File: src/rtl/wiper_ctrl.sv
module wiper_ctrl #(
  parameter int CW  = 8,
  parameter int NCH = 2,
  localparam int SW   = (NCH > 1) ? $clog2(NCH) : 1,
  localparam int TAPS = 1 << CW
) (
  input  logic                 clk,
  input  logic                 rst_n,
  input  logic                 shdn_n,
  input  logic                 ins_valid,
  input  logic [SW-1:0]        ins_chan,
  input  logic                 ins_mid,
  input  logic                 ins_sd,
  input  logic [1:0]           ins_out,
  input  logic                 data_valid,
  input  logic [CW-1:0]        data_byte,
  output logic [NCH*TAPS-1:0]  tap_sel,
  output logic [NCH-1:0]       a_open,
  output logic [NCH-1:0]       wb_short,
  output logic [1:0]           logic_out,
  output logic [CW-1:0]        rd_code,
  output logic                 pin_shdn_stat
);
  localparam logic [CW-1:0] MID = CW'(1) << (CW - 1);

  logic [NCH*CW-1:0] code_q;
  logic [NCH-1:0]    soft_sd_q;
  logic [SW-1:0]     sel_q;
  logic              mid_q;
  logic [1:0]        out_q;
  logic [1:0]        sync_q;

  always_ff @(posedge clk or negedge rst_n) begin
    if (!rst_n) begin
      code_q    <= {NCH{MID}};
      soft_sd_q <= '0;
      sel_q     <= '0;
      mid_q     <= 1'b0;
      out_q     <= 2'b00;
    end else if (ins_valid) begin
      sel_q               <= ins_chan;
      mid_q               <= ins_mid;
      out_q               <= ins_out;
      soft_sd_q[ins_chan] <= ins_sd;
      if (ins_mid) code_q[ins_chan*CW +: CW] <= MID;
    end else if (data_valid && !mid_q) begin
      code_q[sel_q*CW +: CW] <= data_byte;
    end
  end

  always_ff @(posedge clk or negedge rst_n) begin
    if (!rst_n) sync_q <= 2'b00;
    else        sync_q <= {sync_q[0], ~shdn_n};
  end

  for (genvar g = 0; g < NCH; g++) begin : g_ch
    logic off;
    assign off                   = soft_sd_q[g] | ~shdn_n;
    assign a_open[g]             = off;
    assign wb_short[g]           = off;
    assign tap_sel[g*TAPS +: TAPS] = off ? TAPS'(1) : (TAPS'(1) << code_q[g*CW +: CW]);
  end

  assign rd_code       = code_q[sel_q*CW +: CW];
  assign logic_out     = out_q;
  assign pin_shdn_stat = sync_q[1];
endmodule

File: config.mk
export PLATFORM = sky130hd
export DESIGN_NAME = wiper_ctrl
export DESIGN_NICKNAME = d
export VERILOG_FILES = /design/src/rtl/wiper_ctrl.sv
export SDC_FILE = /design/constraint.sdc
export NUM_CORES = 1
export LEC_CHECK = 0
export BUFFER_PORTS_ARGS = -buffer_cell sky130_fd_sc_hd__buf_2
export CORE_AREA = 8 8 206 208
export CTS_CLUSTER_SIZE = 12
export DETAILED_ROUTE_END_ITERATION = 12
export DIE_AREA = 0 0 214 216
export GPL_TIMING_DRIVEN = 0
export PLACE_DENSITY = 0.36
export SETUP_SLACK_MARGIN = 0.1
export SLEW_MARGIN = 20
export SYNTH_ARGS = -nofsm -noshare
export SYNTH_HDL_FRONTEND = slang
export SYNTH_SLANG_ARGS = --single-unit
export TNS_END_PERCENT = 50
File: constraint.sdc
create_clock -name clk -period 2 [get_ports clk]
set_input_delay 0 -clock clk [delete_from_list [all_inputs] [get_ports clk]]
set_output_delay 0 -clock clk [all_outputs]
set_load 0.02 [all_outputs]
* Word-level counts from Yosys, hierarchy flattened
Index checks and enable logic that the tools add are counted.
** Storage, ports and cells
- Bits in registers :: 24
- Bits in latches :: 0
- RAM bits :: 0
- Memory bits (read-only) :: 0
- Input bits :: 18
- Output and inout bits :: 527
- Logic and storage cells :: 36
- Memories :: 0
** Cells by class
- Add/sub/neg operators :: 2
- Multipliers :: 0
- Div/mod/pow operators :: 0
- Order comparisons :: 2
- Equal/unequal tests :: 1
- Shift operators :: 7
- Muxes and demuxes :: 10
- Bitwise operators :: 3
- Reduce and logical (&&, ||, !) cells :: 5
** Operators by type and width (number)
- $mux 256 :: 2
- $shl 1x8->256 const A :: 2
- $neg 4->34 :: 2
- $shift 8x34->16 const A :: 2
- $mux 16 :: 3
- $shiftx 8x34->16 :: 1
- $shiftx 8x34->16 const A :: 1
- $bwmux 16 :: 2
- $shiftx 16x5->8 :: 1
- $bwmux 2 :: 1
- $logic_and 1x1->1 :: 2
- $lt 1x2->1 const B :: 1
- $ne 2x1->1 const B :: 1
- $or 1x1->1 :: 2
- $reduce_and 2->1 :: 1
- $reduce_bool 2->1 :: 1
- $demux 1 s1 :: 1
- $ge 1x1->1 const B :: 1
- $logic_not 1->1 :: 1
- $mux 1 :: 1
- $not 1->1 :: 1

* Longest topological paths before layout
- Depth after elaboration :: 5
- Depth in mapped cells :: 5
- Gate-level depth less buffers :: 3

* Worst setup path before layout
OpenSTA, ideal clock, no wires.
- Path kind :: reg2out
- From :: reg code_q[7]
- To :: out tap_sel[188]
- Data arrival time :: 1563 ps
- Required time :: 2000 ps
- Path slack :: 437 ps
- Cell stages (with the launch flop) :: 6
- Path buffers :: 2
- Cell sequence :: dfstp_2 buf_2 and4b_1 nand2_1 buf_2 nor2_1
** On the way
- Cells in the longest elaborated chain, start to end :: 2
** Ends and longest elaborated chain
- from (decl) :: RTL line 26 : logic [NCH*CW-1:0] code_q;
- from (signal assigned) :: RTL line 35 : code_q <= {NCH{MID}};
- from (signal, indexed assignment) :: RTL line 47 : code_q[sel_q*CW +: CW] <= data_byte;
- $shl 1x8->256 :: RTL line 61 : assign tap_sel[g*TAPS +: TAPS] = off ? TAPS'(1) : (TAPS'(1) << code_q[g*CW +: CW]);
- $mux 256 :: RTL line 61
- to (decl) :: RTL line 17 : output logic [NCH*TAPS-1:0] tap_sel,
No other way between the ends.

* Worst setup path after layout
- From :: reg code_q[1]
- To :: out tap_sel[114]
The elaborated chain is that of the path after synthesis.

==> impl_results.md <==
* Synth top area share at a little under half
* Final setup violation count at 0
* Required @ worst endpoint at 2000 ps
* Yosys cell types at 34
* RR Endpoint: code_q[2]
* Worst-path clk slew at 70 ps
* Clk_lat worst skew at 260 ps
* Gr ovfl total at 0
* Fmax at ~520 MHz
* Top cell type by total area after synthesis: nor2_1
* # clock sinks at 24
* PortBufs at 544
* Final WS setup at about 72 ps
* Maximum vdd drop at 0.2541 mV
* Fin nets at 1421
* Layout cells sized above 1 at 55.14%
* Warnings from Yosys at 0
* Iteration-0 DRC Markers at 439
* Worst stage delay on the critical path at 540 ps
* Setup_tns at 0 ps
* Slew @ Worst Pin at 634.6 ps
* Seq/Total Area, Yosys at 14.49%
* Failing checks: negative hold slack
* Worst Skew at 3.574 ps
* Pre-CTS setup slack at -151.6 ps
* Highest-count cells in the layout ignoring fill and taps: 501 x nor2_1, 500 x buf_2, 96 x buf_4
* First-pass GRT wire length at ~55000 um
* Worst Hold Depth at 2
* Die area at about 46000 um2
* Synth Net Count at 840
* Die span in y at 216 um
* Fin util at approximately 23%
* Syn Std Cell Area at 4163 um2
* Worst Hold Class: input pin to flip-flop
* Syn Inst Count at 822
* Lkg Pwr at about 4.7 nW
* Top delay family on crit path: simple AND/OR/NAND/NOR gates
* Power Density at ~330 nW/um2
* CP startpoint kind: flip-flop
* I/O pins at 545
* Dpl hpwl at 32370 um
* CP cell instances: buf_6 > nor4b_4 > nand3_1 > nor2_1 > buf_2
* DRT Pass-1 Iters at 5
* Kind of critical path: flip-flop to output port
* Hold_sp: data_byte[2]
* Post-Route WL at 38160 um
* DR vias/cell at 3.999
* Clock Tree Buf Depth at 2
* Fin crit period at 1928 ps
* Gr usage total at 15.17%
* Layout area overhead at 113.1%
* Max Cap Viol at 0
* Initial Util at a little over a tenth
* Hold worst-path end: code_q[10]
* Outcome: finished, violations left
* Top post-synthesis cells by area: nor2_1 47%, dfrtp_1 13%, nand2_1 7.4%, buf_2 6.1%, nand3_1 3.2%
* Seq cells post-synth at 24
* Avg Inst Size Synth at approximately 5 um2
* Non-Filler Instances at 1927
* DR vias at 7707
* Vias in the first global route at 7856
* Worst reg2reg path depth at 4
* Root Buffer: clkbuf_16
* Worst Setup SP: code_q[1]
* Routed length per placed instance at 19.80 um
* Reg-to-reg startpoint: sel_q
* Worst R2R Setup Slack at 350 ps
* Initial antenna violation count at 1
* Ant diodes at 0
* H-Tree Depth at 1
* WP buf/inv at 2
* CP max FO at 10
* Slew Limit Fails at 0
* CP max-delay cell: dfrtp_1
* Largest net degree at the start of global routing at 25
* Crit end category: output port
* Final hold violation count at 1
* Slew headroom at 57.70%
* Unrepaired setup endpoints after global routing: yes
* Core area at 39180 um2
* Die Width at 214 um
* CP arrival at 1930 ps
* Final ANT Viol Nets at 0
* CTS buffer count at 3
* DRC at 0
* Placement Rows at between 70 and 80
* CTS tree: yes
* WHS at -1.053 ps
* Gpl congestion at 0.8616
* DP Cell Count at 1891
* Final Cycle Share at 96.38%
* Most common cell after layout, fill and taps aside: nor2_1
## routing by layer
metal	GRT usage, %	part of all wire [%]	vias to the layer above
li1	-	-	3680
met5	0	0.034	-
met2	28.42	51	345
met1	17.94	41	3659
met3	3.524	6.3	21
met4	1.243	0.76	2
## power breakdown
| part | internal [mW] | switching, mW |
|---|---|---|
| sequential | 0.556 | 0.124 |
| combinational | 0.534 | 1.10 |
| clock | 0.398 | 0.189 |
| total | 1.49 | 1.42 |
## repair_timing
action	CTS	global route
buffers inserted	3	21
setup endpoints to repair	486	443
gates resized for setup	131	192
gates cloned	0	1
pin swaps	2	10
hold endpoints to repair	30	0
hold buffers	7	0
## kinds of logic after synthesis
| logic type | count (synthesis) | synth area share (%) |
|---|---|---|
| simple gates | 676 | 67.99 |
| buf+inv | 88 | 10.19 |
| flops | 24 | 14.49 |
| compound gates | 22 | 4.298 |
| mux | 12 | 3.036 |
## through the flow
step	total power [mW]	hold slack, ps	cell area [um2]
2_1_floorplan	1.350	-295.6	4163
3_3_place_gp	1.887	40.62	7542
3_5_place_dp	1.894	33.91	7542
4_1_cts	2.660	7.492	8130
5_1_grt	3.072	12.33	8870
6_report	2.905	-1.053	8870
## worst max-delay path by stage
stage,end,slack (ps),cells past startpoint
6_report,tap_sel[114],70,5
5_1_grt,tap_sel[330],20,5
2_1_floorplan,tap_sel[188],440,5
3_5_place_dp,tap_sel[395],-150,5
3_3_place_gp,tap_sel[354],-150,6
4_1_cts,tap_sel[76],20,6
## cell usage after synthesis
cell      instances
a21oi_1           1
a22o_1            7
a31oi_4           1
a41o_1            2
and2b_1           1
and2b_2           2
and3b_1           1
and4_1            2
and4b_1           5
and4bb_2          7
buf_2            51
buf_4             4
buf_6             2
clkbuf_1         18
dfrtp_1          22
dfstp_2           2
inv_1            13
mux2_2            5
mux2i_1           7
nand2_1          82
nand2_2           2
nand3_1          27
nand3_2           2
nand3b_2          2
nand4_1           1
nor2_1          521
nor2b_1          16
nor3_1            1
nor4b_2           1
nor4b_4           2
o21ai_0           9
o21ai_4           1
o21ba_2           1
or4b_4            1
## registers in the layout, summed over array words and instances (netlist names)
name and cells:
logic_out 2, soft_sd_q 2, code_q 16, sync_q 2
sel_q 1, mid_q 1
## final cells by class
cell class	count	area, um2
Fill cell	4571	30310
Multi-Input combinational cell	710	3623
Timing Repair Buffer	576	3177
Tap cell	525	656.9
Buffer	75	641.9
Sequential cell	24	616.8
Clock buffer	3	75.07
Inverter	13	48.80
Clock inverter	1	30.03
(Power assumes the default switching activity.)
